**config.mk**
```make
export PLATFORM = sky130hd
export DESIGN_NAME = mdio_mgmt_ctrl
export DESIGN_NICKNAME = d
export VERILOG_FILES = /design/src/rtl/mdio_pkg.sv /design/src/rtl/mdio_clkgen.sv /design/src/rtl/mdio_framer.sv /design/src/rtl/mdio_cmd_reg.sv /design/src/rtl/mdio_mgmt_ctrl.sv
export SDC_FILE = /design/constraint.sdc
export NUM_CORES = 1
export LEC_CHECK = 0
export BUFFER_PORTS_ARGS = -buffer_cell sky130_fd_sc_hd__clkbuf_2
export CAP_MARGIN = 20
export CORE_MARGIN = 4
export CORE_UTILIZATION = 51
export CTS_CLUSTER_DIAMETER = 30
export DETAILED_ROUTE_END_ITERATION = 8
export GPL_TIMING_DRIVEN = 0
export PLACE_DENSITY = 0.76
export SKIP_LAST_GASP = 1
export SLEW_MARGIN = 30
export SYNTH_ARGS = -nofsm -noshare
export SYNTH_HDL_FRONTEND = slang
export SYNTH_SLANG_ARGS = --single-unit
```
**constraint.sdc**
```tcl
create_clock -name clk -period 1.7 [get_ports clk]
set_clock_uncertainty 0.1 [all_clocks]
set_input_delay 0.255 -clock clk [delete_from_list [all_inputs] [get_ports clk]]
set_output_delay 0.255 -clock clk [all_outputs]
set_load 0.02 [all_outputs]
```
**src/rtl/mdio_pkg.sv**
```systemverilog
package mdio_pkg;
  localparam int ADDR_W     = 5;
  localparam int DATA_W     = 16;
  localparam int PRE_BITS   = 32;
  localparam int FRAME_BITS = PRE_BITS + 4 + 2*ADDR_W + 2 + DATA_W;
  localparam int TA_IDX     = PRE_BITS + 4 + 2*ADDR_W;
  localparam int DATA_IDX   = TA_IDX + 2;
  localparam int BUSY_BIT   = 3;
  localparam int NVALID_BIT = 4;
  localparam int FLD_DATA_LSB = 16;
  localparam int FLD_PHY_LSB  = 11;
  localparam int FLD_REG_LSB  = 6;

  typedef enum logic [1:0] {
    OP_NONE  = 2'b00,
    OP_WRITE = 2'b01,
    OP_READ  = 2'b10
  } mdio_op_e;
endpackage

```
**src/rtl/mdio_clkgen.sv**
```systemverilog
module mdio_clkgen #(
  parameter int MDC_HALF = 2
) (
  input  logic clk,
  input  logic rst_n,
  input  logic run,
  output logic mdc,
  output logic rise_tick,
  output logic fall_tick
);
  localparam int CW = (MDC_HALF < 2) ? 1 : $clog2(MDC_HALF);

  logic [CW-1:0] cnt;
  logic          wrap;

  assign wrap      = (cnt == CW'(MDC_HALF - 1));
  assign rise_tick = run && wrap && !mdc;
  assign fall_tick = run && wrap && mdc;

  always_ff @(posedge clk) begin
    if (!rst_n || !run) begin
      cnt <= '0;
      mdc <= 1'b0;
    end else if (wrap) begin
      cnt <= '0;
      mdc <= ~mdc;
    end else begin
      cnt <= cnt + 1'b1;
    end
  end
endmodule

```
**src/rtl/mdio_framer.sv**
```systemverilog
module mdio_framer
  import mdio_pkg::*;
(
  input  logic              clk,
  input  logic              rst_n,
  input  logic              start,
  input  mdio_op_e          start_op,
  input  logic [ADDR_W-1:0] start_phy,
  input  logic [ADDR_W-1:0] start_reg,
  input  logic [DATA_W-1:0] start_data,
  input  logic              rise_tick,
  input  logic              fall_tick,
  input  logic              mdio_i,
  output logic              mdio_o,
  output logic              mdio_oe,
  output logic              done,
  output logic [DATA_W-1:0] rd_data,
  output logic              ta_bad
);
  localparam int BCW = $clog2(FRAME_BITS);

  logic [FRAME_BITS-1:0] shreg;
  logic [BCW-1:0]        bitcnt;
  logic                  active;
  logic                  is_read;
  logic [1:0]            op_bits;
  logic [1:0]            ta_bits;
  logic                  last_bit;
  logic                  released;

  always_comb begin
    op_bits = (start_op == OP_READ) ? 2'b10 : 2'b01;
    ta_bits = (start_op == OP_READ) ? 2'b11 : 2'b10;
  end

  assign last_bit = (bitcnt == BCW'(FRAME_BITS - 1));
  assign released = is_read && (bitcnt >= BCW'(TA_IDX));
  assign done     = active && fall_tick && last_bit;
  assign mdio_o   = shreg[FRAME_BITS-1];
  assign mdio_oe  = active && !released;

  always_ff @(posedge clk) begin
    if (!rst_n) begin
      shreg   <= '1;
      bitcnt  <= '0;
      active  <= 1'b0;
      is_read <= 1'b0;
      rd_data <= '0;
      ta_bad  <= 1'b0;
    end else if (start) begin
      shreg   <= {{PRE_BITS{1'b1}}, 2'b01, op_bits, start_phy, start_reg,
                  ta_bits, start_data};
      bitcnt  <= '0;
      active  <= 1'b1;
      is_read <= (start_op == OP_READ);
      ta_bad  <= 1'b0;
    end else if (active) begin
      if (rise_tick && is_read) begin
        if (bitcnt == BCW'(TA_IDX + 1))
          ta_bad <= mdio_i;
        if (bitcnt >= BCW'(DATA_IDX))
          rd_data <= {rd_data[DATA_W-2:0], mdio_i};
      end
      if (fall_tick) begin
        if (last_bit) begin
          active <= 1'b0;
        end else begin
          shreg  <= {shreg[FRAME_BITS-2:0], 1'b1};
          bitcnt <= bitcnt + 1'b1;
        end
      end
    end
  end
endmodule

```
**src/rtl/mdio_cmd_reg.sv**
```systemverilog
module mdio_cmd_reg
  import mdio_pkg::*;
#(
  parameter logic [ADDR_W-1:0] PHY_ADDR_RST = '0
) (
  input  logic              clk,
  input  logic              rst_n,
  input  logic              cmd_we,
  input  logic [31:0]       cmd_wdata,
  input  logic              done,
  input  logic [DATA_W-1:0] rd_data,
  input  logic              ta_bad,
  output logic              start,
  output mdio_op_e          start_op,
  output logic [31:0]       reg_rdata
);
  logic [DATA_W-1:0] data_q;
  logic [ADDR_W-1:0] phy_q;
  logic [ADDR_W-1:0] reg_q;
  logic              busy_q;
  logic              nvalid_q;
  logic              cur_read_q;
  logic              take;

  always_comb begin
    if (cmd_wdata[1])      start_op = OP_READ;
    else if (cmd_wdata[0]) start_op = OP_WRITE;
    else                   start_op = OP_NONE;
  end

  assign take  = cmd_we && !busy_q;
  assign start = take && (start_op != OP_NONE);

  always_ff @(posedge clk) begin
    if (!rst_n) begin
      data_q     <= '0;
      phy_q      <= PHY_ADDR_RST;
      reg_q      <= '0;
      busy_q     <= 1'b0;
      nvalid_q   <= 1'b0;
      cur_read_q <= 1'b0;
    end else if (take) begin
      data_q <= cmd_wdata[FLD_DATA_LSB +: DATA_W];
      phy_q  <= cmd_wdata[FLD_PHY_LSB +: ADDR_W];
      reg_q  <= cmd_wdata[FLD_REG_LSB +: ADDR_W];
      if (start_op != OP_NONE) begin
        busy_q     <= 1'b1;
        nvalid_q   <= 1'b0;
        cur_read_q <= (start_op == OP_READ);
      end
    end else if (done) begin
      busy_q <= 1'b0;
      if (cur_read_q) begin
        data_q   <= rd_data;
        nvalid_q <= ta_bad;
      end
    end
  end

  always_comb begin
    reg_rdata = '0;
    reg_rdata[FLD_DATA_LSB +: DATA_W] = data_q;
    reg_rdata[FLD_PHY_LSB +: ADDR_W]  = phy_q;
    reg_rdata[FLD_REG_LSB +: ADDR_W]  = reg_q;
    reg_rdata[NVALID_BIT]             = nvalid_q;
    reg_rdata[BUSY_BIT]               = busy_q;
  end
endmodule

```
**src/rtl/mdio_mgmt_ctrl.sv**
```systemverilog
module mdio_mgmt_ctrl
  import mdio_pkg::*;
#(
  parameter int                MDC_HALF     = 2,
  parameter logic [ADDR_W-1:0] PHY_ADDR_RST = 5'd3
) (
  input  logic        clk,
  input  logic        rst_n,
  input  logic        cmd_we,
  input  logic [31:0] cmd_wdata,
  output logic [31:0] reg_rdata,
  output logic        mdc,
  output logic        mdio_o,
  output logic        mdio_oe,
  input  logic        mdio_i
);
  logic              start;
  mdio_op_e          start_op;
  logic              rise_tick;
  logic              fall_tick;
  logic              done;
  logic [DATA_W-1:0] rd_data;
  logic              ta_bad;

  mdio_cmd_reg #(.PHY_ADDR_RST(PHY_ADDR_RST)) u_reg (
    .clk(clk), .rst_n(rst_n), .cmd_we(cmd_we), .cmd_wdata(cmd_wdata),
    .done(done), .rd_data(rd_data), .ta_bad(ta_bad),
    .start(start), .start_op(start_op), .reg_rdata(reg_rdata)
  );

  mdio_clkgen #(.MDC_HALF(MDC_HALF)) u_clk (
    .clk(clk), .rst_n(rst_n), .run(reg_rdata[BUSY_BIT]),
    .mdc(mdc), .rise_tick(rise_tick), .fall_tick(fall_tick)
  );

  mdio_framer u_frm (
    .clk(clk), .rst_n(rst_n), .start(start), .start_op(start_op),
    .start_phy(cmd_wdata[FLD_PHY_LSB +: ADDR_W]),
    .start_reg(cmd_wdata[FLD_REG_LSB +: ADDR_W]),
    .start_data(cmd_wdata[FLD_DATA_LSB +: DATA_W]),
    .rise_tick(rise_tick), .fall_tick(fall_tick), .mdio_i(mdio_i),
    .mdio_o(mdio_o), .mdio_oe(mdio_oe), .done(done),
    .rd_data(rd_data), .ta_bad(ta_bad)
  );
endmodule

```
---- Word-level counts from Yosys, hierarchy flattened ----
Cells that the tools add are included.
W data, S select, Z words.
operators by class
  multiplexer cells ....................... 22
  reduce and logical (&&, ||, !) cells .... 30
  bitwise operators ....................... 4
  $lt $le $gt $ge ......................... 2
  eq/ne operators ......................... 5
  add/subtract/negate cells ............... 2
operators with widths
  cell                   number
  $mux W32               4
  $mux W16               3
  $mux W1                13
  $eq A6 B6 Y1 const B   2
  $ge A6 B6 Y1 const B   2
  $reduce_and A3 Y1      4
  $logic_and A1 B1 Y1    10
  $reduce_bool A2 Y1     5
  $add A6 B1 Y6 const B  1
  $reduce_and A2 Y1      3
  $logic_not A1 Y1       4
  $mux W2                2
  $ne A2 B2 Y1 const B   2
  $not A1 Y1             4
  $reduce_and A4 Y1      1
  $reduce_or A2 Y1       2
  $eq A2 B2 Y1 const B   1
  $add A1 B1 Y1 const B  1
  $logic_or A1 B1 Y1     1
storage, ports and cells
  word-level logic and storage cells ...... 80
  bits of input ports ..................... 36
  bits in registers ....................... 120
  output and inout bits ................... 35

---- Longest topological paths before layout ----
Gate-level depths: netlist of run 1.
  depth after elaboration ................. 6
  depth in mapped cells ................... 8

---- Cells and area by module ----
Synthesis of run 1 repeated with hierarchy kept, for this count alone.
unflattened totals
  cell total of the unflattened synthesis .. 567
  area total of the unflattened synthesis .. 4983.5 µm²
by module, submodules not included
  module        times used  seq. area each (µm²)  cells an instance  area each (µm²)
  mdio_framer   1           1781.7                423                3663.5
  mdio_cmd_reg  1           580.6                 135                1244.9
  mdio_clkgen   1           40.0                  9                  75.1

---- Worst setup path after synthesis of run 1 ----
OpenSTA, ideal clock, no wires.
  path type ............................... register to register
  start ................................... register u_frm.bitcnt[1]
  end ..................................... register u_frm.shreg[27]
  setup slack ............................. -98 ps
  stages on the path, launching flop included .. 8
  library setup time ...................... 114 ps
  arrival time ............................ 1585 ps
  path through ............................ dfxtp_1 -> ha_1 -> and4_1 -> buf_4 -> a21oi_4 -> buf_6 -> a221o_1 -> a21o_1
between the ends
  word-level cells in the longest chain between the ends .. 3
ends and longest elaborated chain
  item                                RTL line           RTL
  start, declared                     mdio_framer.sv:23  logic [BCW-1:0] bitcnt;
  start signal, assigned              mdio_framer.sv:69  bitcnt <= bitcnt + 1'b1;
  $eq A6 B6 Y1                        mdio_framer.sv:36  assign last_bit = (bitcnt == BCW'(FRAME_BITS - 1));
  $ne A2 B2 Y1 (no source line)       n/a
  $reduce_and A3 Y1 (no source line)  n/a
  end signal, assigned                mdio_framer.sv:51  shreg <= {{PRE_BITS{1'b1}}, 2'b01, op_bits, start_phy, start_reg,
  end signal, assigned                mdio_framer.sv:68  shreg <= {shreg[FRAME_BITS-2:0], 1'b1};
  end, declared                       mdio_framer.sv:22  logic [FRAME_BITS-1:0] shreg;
Every way passes these cells.
A chain may end at the register's enable or synchronous reset.

---- Final worst setup path of run 1 ----
  start ................................... register u_frm.bitcnt[1]
  end ..................................... output mdio_oe
between the ends
  word-level cells in the longest chain between the ends .. 4
ends and longest elaborated chain
  item                 RTL line              RTL
  $ge A6 B6 Y1         mdio_framer.sv:37     assign released = is_read && (bitcnt >= BCW'(TA_IDX));
  $logic_and A1 B1 Y1  mdio_framer.sv:37
  $logic_not A1 Y1     mdio_framer.sv:40     assign mdio_oe = active && !released;
  $logic_and A1 B1 Y1  mdio_framer.sv:40
  end, declared        mdio_mgmt_ctrl.sv:14  output logic mdio_oe,
Every way passes these cells.

==> run_results.csv, run 1 <==
group,metric,value,unit
critical_path,crit_required,1340,ps
die,std_cell_rows,34,
sta,final-setup-viol-count,84,
synth,synth.area.top_cells,"dfxtp_1 51%, nand2_1 8.7%, a221o_1 5.4%, nand3_1 4.9%, a21o_1 3.9%",
die,core_area,8760,µm²
die,initial_core_util,52.8,%
grt,antenna_found_initial,0,
power,sequentialPowerShare,39.0,%
critical_path,reg2reg_slack,-320,ps
drt,drc_errors,0,
die,num_io_pins,71,
synth,synth-main-ff-cell,"dfxtp_1",
grt,grt_max_degree,17,
die,dieArea,10700,µm²
grt,grt_pass1_vias,4301,
synth,synthTopCellsByCount,"119 x dfxtp_1, 107 x nand2_1, 45 x nand3_1",
drt,drtPass1Iterations,5,
synth,synth_seq_cells,119,
critical_path,cp-start-kind,"flop",
sta,hold_violations,0,
hold_path,min_to,"u_reg.data_q[1]",
synth,synth_area_per_cell,9.09,µm²
placement,place_area,5100,µm²
critical_path,worstPathArrival,1670,ps
sta,tightest_slew,635,ps
hold_path,min-delay-start,"rst_n",
grt,grt.overflow.total,0,
critical_path,r2r_start,"u_frm.bitcnt[0]",
synth,synth_edf_count,0,
critical_path,rr_worst_depth,8,
drt,via_per_inst,5.87,
power,p_sw,0.00186,W
outcome,violations,"setup timing",
power,power,0.00764,W
synth,synth_warnings,0,
sta,postLayoutSetupSlackWorst,-323,ps
sta,min_period,2020,ps
power,p_int,0.00578,W
drt,drt_iter0_markers,454,
cells_and_area,diodes,0,
synth,syn-cell-area,4630,µm²
clock_tree,clk_latency,520,ps
sta,fmax,494,MHz
cells_and_area,drive_above_1_share,42.4,%
synth,yosysMostFrequentCell,"dfxtp_1",
critical_path,cp_common_cell,"buf_4",
drt,finalWirelength,15200,µm
synth,ys_types,42,
synth,async_reset_ff_share,0,%
clock_tree,cts_max_level,4,
critical_path,startpoint,"u_frm.bitcnt[1]",
synth,synth_top_area_share,51.5,%
synth,synthCells,509,
sta,fin_hold_ws,83.1,ps
critical_path,worstSetupEndpointType,"output port",
clock_tree,cts_tree,"built",
power,power_frac_comb,9.0,%
synth,synth_seq_area_share,51.5,%
sta,drv_slew,0,
clock_tree,clk_pin_slew,60,ps
power,ir_drop,0.000979,V
sta,rsz0062_at_grt,"true",
critical_path,path_buf_inv,2,
die,dieWidth,103,µm
critical_path,path_delay_family,"flip-flops",
hold_path,hold_depth,3,
cells_and_area,final_area,7200,µm²
grt,grt_util_all_layers,25.0,%
placement,port_buffers,61,
sta,min_period_over_period,119,%
clock_tree,cts-buffers-inserted,17,
clock_tree,cts.sinks,119,
power,power_switching_share,24.3,%
power,leakage,3.10,nW
placement,dp_hpwl,7340,µm
critical_path,worstPathMaxFanout,4,
power,p_clk_share,51.9,%
placement,gp_congestion,0.791,
clock_tree,clock-root-buffer,"clkbuf_8",
cells_and_area,syn_to_final_growth,55.7,%
die,die_h,103,µm
sta,relSlewSlack,57.7,%
run,maxCapViolCount,0,
critical_path,slowest_delay,370,ps
outcome,status,"finished, violations left",
hold_path,min_path_type,"input port to flop",
clock_tree,cts_buffer_depth,2,
drt,via_count,4556,
cells_and_area,final_nets,693,
critical_path,path_cells,"buf_4 > o211ai_1 > nand2_1 > a31oi_1 > buf_4",
drt,wl_per_cell,19.6,µm
synth,yosysTopAreaCell,"dfxtp_1",
critical_path,critPathKind,"flop to output port",
power,powerDensity,1060,nW/µm²
critical_path,cp_slowest_cell,"dfxtp_4",
drt,ant_nets,0,
grt,grt_pass1_wl,20600,µm
critical_path,r2r-end,"u_frm.bitcnt[0]",
## timing repair
item,CTS,global route
buffers inserted,19,9
endpoints found under the setup margin,101,110
hold buffers,29,0
endpoints found under the hold margin,51,0
pin swaps,16,106
gates resized for setup,76,159
cloned,10,4
## cell type report
class | count | area (µm²)
clock buffer | 18 | 428
fill | 450 | 1560
clock inverter | 14 | 221
timing repair buffer | 127 | 1050
sequential | 119 | 2400
inverter | 11 | 43.8
tap | 108 | 135
multi-input combinational | 340 | 2580
buffer | 39 | 343
## flip-flops by register name (all words and copies together), names as in the netlist
name            count
u_reg.phy_q         5
u_reg.nvalid_q      1
u_reg.data_q       16
u_reg.busy_q        1
u_clk.cnt           1
u_reg.reg_q         5
u_frm.bitcnt        6
u_frm.ta_bad        1
u_frm.active        1
u_frm.shreg        64
u_clk.mdc           1
u_frm.rd_data      16
u_frm.is_read       1
## tightest hold or removal path, cell delays in order
cell and delay, ps:
clkbuf_1 210, o221ai_1 130, a21oi_1 60
## worst max-delay path by stage
stage	end	cells after the start
after floorplan	u_reg.data_q[13]	7
after global placement	u_reg.data_q[13]	7
after detailed placement	u_reg.data_q[10]	7
after CTS	mdio_oe	6
after global routing	mdio_oe	5
final	mdio_oe	5
## metrics by stage
step           util [%]  std cells  worst slack, ps  setup TNS (ps)
6_report           82.2        776             -323          -15630
5_1_grt            82.2        776             -401          -18890
4_1_cts            75.2        771             -343          -22150
3_5_place_dp       58.2        681             -289          -17180
3_3_place_gp       58.2        681             -227          -13960
2_1_floorplan         -        512             9.24               0
## metal layers
layer,GRT usage [%],wire length [µm],part of all wire (%),up-vias
met3,5.57,790,5.2,68
met1,28.8,5620,37,2212
li1,-,-,-,2073
met4,13.2,667,4.4,0
met5,0,0,0,-
met2,43.2,8110,53,203
## kinds of logic (layout without fill, tap and decap cells)
family / after synthesis / after routing / share of synthesized area [%]
and+or+nand+nor: 201 / 201 / 18.9
xor gates and xnor gates: 3 / 3 / 0.568
AOI/OAI and AO/OA: 113 / 113 / 18.5
adders and majority gates: 2 / 2 / 0.541
DFF: 119 / 119 / 51.5
other: 1 / 4 / 0.0810
buffers and inverters: 53 / 209 / 6.19
muxes: 17 / 17 / 3.68
## power groups by stage
stage	combinational [W]	sequential, W	clock (W)
global route	0.000739	0.00299	0.00410
detailed placement	0.000510	0.00302	0
floorplan	0.000289	0.00306	0
finish	0.000691	0.00298	0.00397
global placement	0.000500	0.00302	0
CTS	0.000616	0.00296	0.00394
## cells in the final DEF, fill, tap and decap left out, types with 4 or more instances in the layout
cell and count:
a21oi_1 25, inv_1 9, o21ai_1 4, mux2i_1 16, nand3_1 8, a21oi_2 4
conb_1 4, clkbuf_2 63, nand2_1 67, dfxtp_1 113, nand2_4 25, a21o_1 23
dlygate4sd3_1 29, o211ai_1 4, clkbuf_16 17, a221o_1 25, nand2_2 15, nand4_1 5
buf_6 24, nor2_1 26, a22oi_2 12, buf_4 19, buf_12 7, buf_8 8
clkbuf_1 7, nand3_2 37, bufinv_16 5, buf_2 4
Power figures use the tool's default switching activity.
==> run 2, diff against run 1 <==
- CELL_PAD_IN_SITES_DETAIL_PLACEMENT: unset -> 1
- CELL_PAD_IN_SITES_GLOBAL_PLACEMENT: unset -> 2
- CORE_UTILIZATION: 51 -> 31
- PLACE_DENSITY: 0.76 -> unset
- PLACE_DENSITY_LB_ADDON: unset -> 0.1
==> run 2 against run 1 <==
- the run still ends with setup timing left
- count of clock-buffer cells in the layout up 4
- worst hold slack worse by 48 ps
- combinational power shrank 8.5%
- critical path type unchanged
==> run_results.csv, run 2 (synthesized netlist as in run 1, its figures left out) <==
group,metric,value,unit
placement,port_buffers,61,
clock_tree,clk_latency,410,ps
sta,rsz0062_at_grt,"true",
clock_tree,clock-root-buffer,"clkbuf_16",
cells_and_area,layout_commonest_cell,"dfxtp_1",
cells_and_area,syn_to_final_growth,54.6,%
run,maxCapViolCount,0,
die,std_cell_rows,44,
sta,postLayoutSetupSlackWorst,-318,ps
cells_and_area,top_regs,"u_frm.shreg x64, u_frm.rd_data x16, u_reg.data_q x16",
critical_path,worstPathArrival,1660,ps
power,leakage,3.06,nW
sta,tightest_slew,645,ps
drt,finalWirelength,14500,µm
grt,grt_use_met1,20.2,%
grt,grt_pass1_wl,22100,µm
grt,use_met2,28.8,%
sta,final-setup-viol-count,85,
cells_and_area,diodes,0,
sta,hold_violations,0,
grt,grt_util_all_layers,16.8,%
grt,grt.overflow.total,0,
cells_and_area,final_area,7150,µm²
placement,dp_hpwl,9060,µm
grt,top_usage_layer,"met2",
outcome,status,"finished, violations left",
clock_tree,cts-buffers-inserted,17,
critical_path,cp-start-kind,"flop",
power,ir_drop,0.000665,V
clock_tree,cts_tree,"built",
hold_path,min_path_type,"input port to flop",
drt,via_per_inst,5.02,
die,dieArea,16900,µm²
cells_and_area,largest-register,"u_frm.shreg",
die,core_area,14600,µm²
drt,drc_errors,0,
placement,gp_congestion,0.744,
clock_tree,cts_max_level,4,
cells_and_area,final_nets,675,
drt,drtPass1Iterations,4,
sta,relSlewSlack,57.0,%
critical_path,crit_required,1340,ps
sta,min_period,2020,ps
sta,min_period_over_period,119,%
die,die_h,130,µm
placement,place_area,5190,µm²
cells_and_area,layout_common_cells,"114 x dfxtp_1, 69 x nand2_1, 66 x clkbuf_2, 35 x nand3_2, 31 x nand2_4",
outcome,violations,"setup timing",
grt,antenna_found_initial,0,
die,initial_core_util,31.7,%
drt,ant_nets,0,
cells_and_area,drive_above_1_share,44.5,%
sta,drv_slew,0,
cells_and_area,fillCellCount,1620,
clock_tree,cts.sinks,119,
sta,fmax,495,MHz
power,powerDensity,976,nW/µm²
die,dieWidth,130,µm
grt,grt_pass1_vias,4331,
grt,grt_util_met3,4.50,%
drt,drt_iter0_markers,181,
cells_and_area,post-route-util,49.0,%
cells_and_area,largest_reg_flops,64,
clock_tree,cts_buffer_depth,2,
sta,tns,-10560,ps
critical_path,worstSetupEndpointType,"output port",
drt,via_count,4180,
clock_tree,clk_pin_slew,50,ps
critical_path,critPathKind,"flop to output port",
drt,wl_per_cell,17.4,µm
grt,grt_max_degree,17,
critical_path,reg2reg_slack,-210,ps
critical_path,worstPathMaxFanout,4,
power,power,0.00698,W
die,num_io_pins,71,
run 2: layer usage:
metal,share of wire [%],wire (µm)
met5,0,0
met4,1.3,181
met3,3.6,517
met2,52,7510
met1,43,6250
run 2: layout make-up:
type | instances | area [µm²] | area share, %
Inverter | 11 | 43.8 | 0.612
Clock buffer | 22 | 484 | 6.77
Tap cell | 184 | 230 | 3.22
Sequential cell | 119 | 2390 | 33.5
Buffer | 40 | 359 | 5.02
Clock inverter | 9 | 73.8 | 1.03
Multi-Input combinational cell | 340 | 2650 | 37.1
Timing Repair Buffer | 108 | 915 | 12.8
run 2: where the power goes:
group,internal (W),switching [W]
Clock,0.00214,0.00124
Combinational,0.000258,0.000374
Sequential,0.00290,0.0000737
run 2: through the flow:
stage	setup WS [ps]	hold slack, ps	std cells
2_1_floorplan	9.24	291	512
3_3_place_gp	-365	333	757
3_5_place_dp	-400	341	757
4_1_cts	-330	11.0	819
5_1_grt	-406	30.0	833
6_report	-318	35.0	833
run 2: worst max-delay path, stage by stage, from the launching register on:
cell and delay, ps:
dfxtp_4 370, inv_4 40, ha_4 140, o211ai_1 170, nand2_1 140, a31oi_4 250, buf_8 140
run 2: repair_timing:
item / CTS / global route
pin swaps: 18 / 84
gates resized for setup: 68 / 172
setup endpoints to repair: 108 / 108
endpoints found under the hold margin: 8 / 0
setup buffers: 18 / 14
gates cloned: 5 / 5
hold buffers: 8 / 0
run 2: final timing paths:
path                            cells after the start          endpoint        startpoint
worst max register to register                      8   u_frm.shreg[15]   u_frm.bitcnt[0]
worst min register to register                      2  u_reg.data_q[11]  u_reg.data_q[11]
worst max-delay path                                6           mdio_oe   u_frm.bitcnt[0]
worst min-delay path                                3      u_frm.ta_bad            mdio_i
==> run 3, diff against run 2 <==
- PLACE_DENSITY: unset -> 0.76
- PLACE_DENSITY_LB_ADDON: 0.1 -> unset
==> run 3 against run 2 <==
- the flow still finishes with violations (setup timing)
- first-iteration DRC count rose by 12%
- via count rose by 2.1%
- combinational power grew 3.5%
- die area did not move
- critical path type unchanged
- largest power group unchanged
==> run_results.csv, run 3 (synthesized netlist as in run 1, its figures left out) <==
group,metric,value,unit
outcome,status,"finished, violations left",
outcome,violations,"setup timing",
cells_and_area,post-route-util,48.9,%
critical_path,critPathKind,"flop to output port",
power,power_switching_share,23.7,%
cells_and_area,multiInputGateArea,2480,µm²
die,dieWidth,130,µm
placement,place_area,5190,µm²
cells_and_area,final-instance-count-excl-fill,846,
cells_and_area,drive_above_1_share,43.8,%
sta,postLayoutSetupSlackWorst,-318,ps
hold_path,min-delay-start,"cmd_wdata[1]",
drt,via_count,4269,
die,std_cell_rows,44,
placement,dp_cells,757,
sta,relSlewSlack,62.7,%
drt,drt_iter0_markers,203,
drt,wl_per_cell,17.8,µm
sta,drv_slew,0,
die,dieArea,16900,µm²
clock_tree,clk_pin_slew,60,ps
clock_tree,clk_latency,420,ps
power,ir_drop,0.000740,V
sta,fmax,495,MHz
clock_tree,cts.sinks,119,
sta,tightest_slew,559,ps
die,die_h,130,µm
power,powerDensity,1030,nW/µm²
cells_and_area,layout_commonest_cell,"dfxtp_1",
clock_tree,cts_tree,"built",
grt,grt.overflow.total,0,
cells_and_area,diodes,0,
critical_path,startpoint,"u_frm.bitcnt[0]",
sta,final-setup-viol-count,89,
drt,drtPass1Iterations,4,
power,p_clk_share,50.7,%
clock_tree,clock-root-buffer,"clkbuf_16",
drt,via_per_inst,5.05,
cells_and_area,layout_common_cells,"114 x dfxtp_1, 68 x nand2_1, 67 x clkbuf_2, 30 x buf_4, 26 x nand2_2",
power,leakage,3.10,nW
cells_and_area,largest_reg_flops,64,
critical_path,crit_required,1340,ps
critical_path,cp-start-kind,"flop",
power,power_frac_comb,8.9,%
critical_path,worstSetupEndpointType,"output port",
cells_and_area,largest-register,"u_frm.shreg",
critical_path,worstPathArrival,1660,ps
power,sequentialPowerShare,40.4,%
die,num_io_pins,71,
placement,post-place-ws,-392,ps
placement,dp_hpwl,8950,µm
grt,grt_max_degree,17,
sta,rsz0062_at_grt,"true",
critical_path,worstPathMaxFanout,4,
sta,tns,-23300,ps
die,core_area,14600,µm²
grt,grt_pass1_vias,4659,
cells_and_area,syn_to_final_growth,54.2,%
cells_and_area,seq_area,2400,µm²
die,initial_core_util,31.7,%
cells_and_area,top_regs,"u_frm.shreg x64, u_frm.rd_data x16, u_reg.data_q x16",
drt,ant_nets,0,
run,maxCapViolCount,0,
hold_path,min_path_type,"input port to flop",
grt,grt_pass1_wl,24000,µm
cells_and_area,fillCellCount,1611,
power,p_sw,0.00174,W
clock_tree,cts_buffer_depth,2,
sta,min_period_over_period,119,%
grt,antenna_found_initial,0,
sta,min_period,2020,ps
grt,grt_util_all_layers,18.3,%
power,p_int,0.00560,W
placement,port_buffers,61,
sta,hold_violations,0,
cells_and_area,final_area,7130,µm²
clock_tree,cts-buffers-inserted,17,
critical_path,r2r_start,"u_frm.bitcnt[0]",
drt,drc_errors,0,
placement,gp_congestion,0.733,
cells_and_area,final_nets,687,
drt,finalWirelength,15100,µm
clock_tree,cts_max_level,4,
==> run 3: critical path, stage by stage, from the launching register on <==
cell	delay [ps]
dfxtp_4	360
inv_2	40
ha_2	160
o211ai_1	180
nand2_1	130
a31oi_4	240
buf_8	140
==> run 3: layout make-up <==
type | instances | area share (%)
buffer | 39 | 4.72
clock buffer | 26 | 7.44
clock inverter | 6 | 1.19
inverter | 11 | 0.579
multi-input combinational | 340 | 34.8
sequential | 119 | 33.6
tap | 184 | 3.23
timing repair buffer | 121 | 14.5
==> run 3: power groups by stage <==
stage,combinational (W),sequential [W],clock (W)
floorplan,0.000289,0.00306,0
global placement,0.000519,0.00302,0
detailed placement,0.000533,0.00303,0
CTS,0.000628,0.00297,0.00380
global route,0.000712,0.00298,0.00394
finish,0.000654,0.00297,0.00372
==> run 3: what timing repair did <==
action	4_1_cts	5_1_grt
setup buffers	30	13
hold buffers	9	0
setup endpoints to repair	108	115
hold endpoints to repair	9	0
cloned	9	2
resized for setup	158	55
pin swaps	81	19
==> run 3: worst paths after layout <==
kind | end | slack, ps | cells after the start
worst min-delay path | u_frm.shreg[28] | 40 | 2
worst max-delay path | mdio_oe | -320 | 6
worst min register to register | u_reg.data_q[9] | 350 | 2
worst max register to register | u_frm.shreg[18] | -320 | 9
==> run 3: per-stage QoR <==
stage	power [W]	hold WS [ps]
5_1_grt	0.00764	26.1
4_1_cts	0.00740	14.3
3_5_place_dp	0.00356	340
2_1_floorplan	0.00335	291
3_3_place_gp	0.00354	334
6_report	0.00735	35.1
==> run 3: metal layers <==
layer	up-vias	part of all wire, %	track usage [%]
met5	-	0	0
met4	0	1.3	6.97
met2	67	53	31.9
met1	2124	42	21.0
li1	2065	-	-
met3	13	3.9	5.77
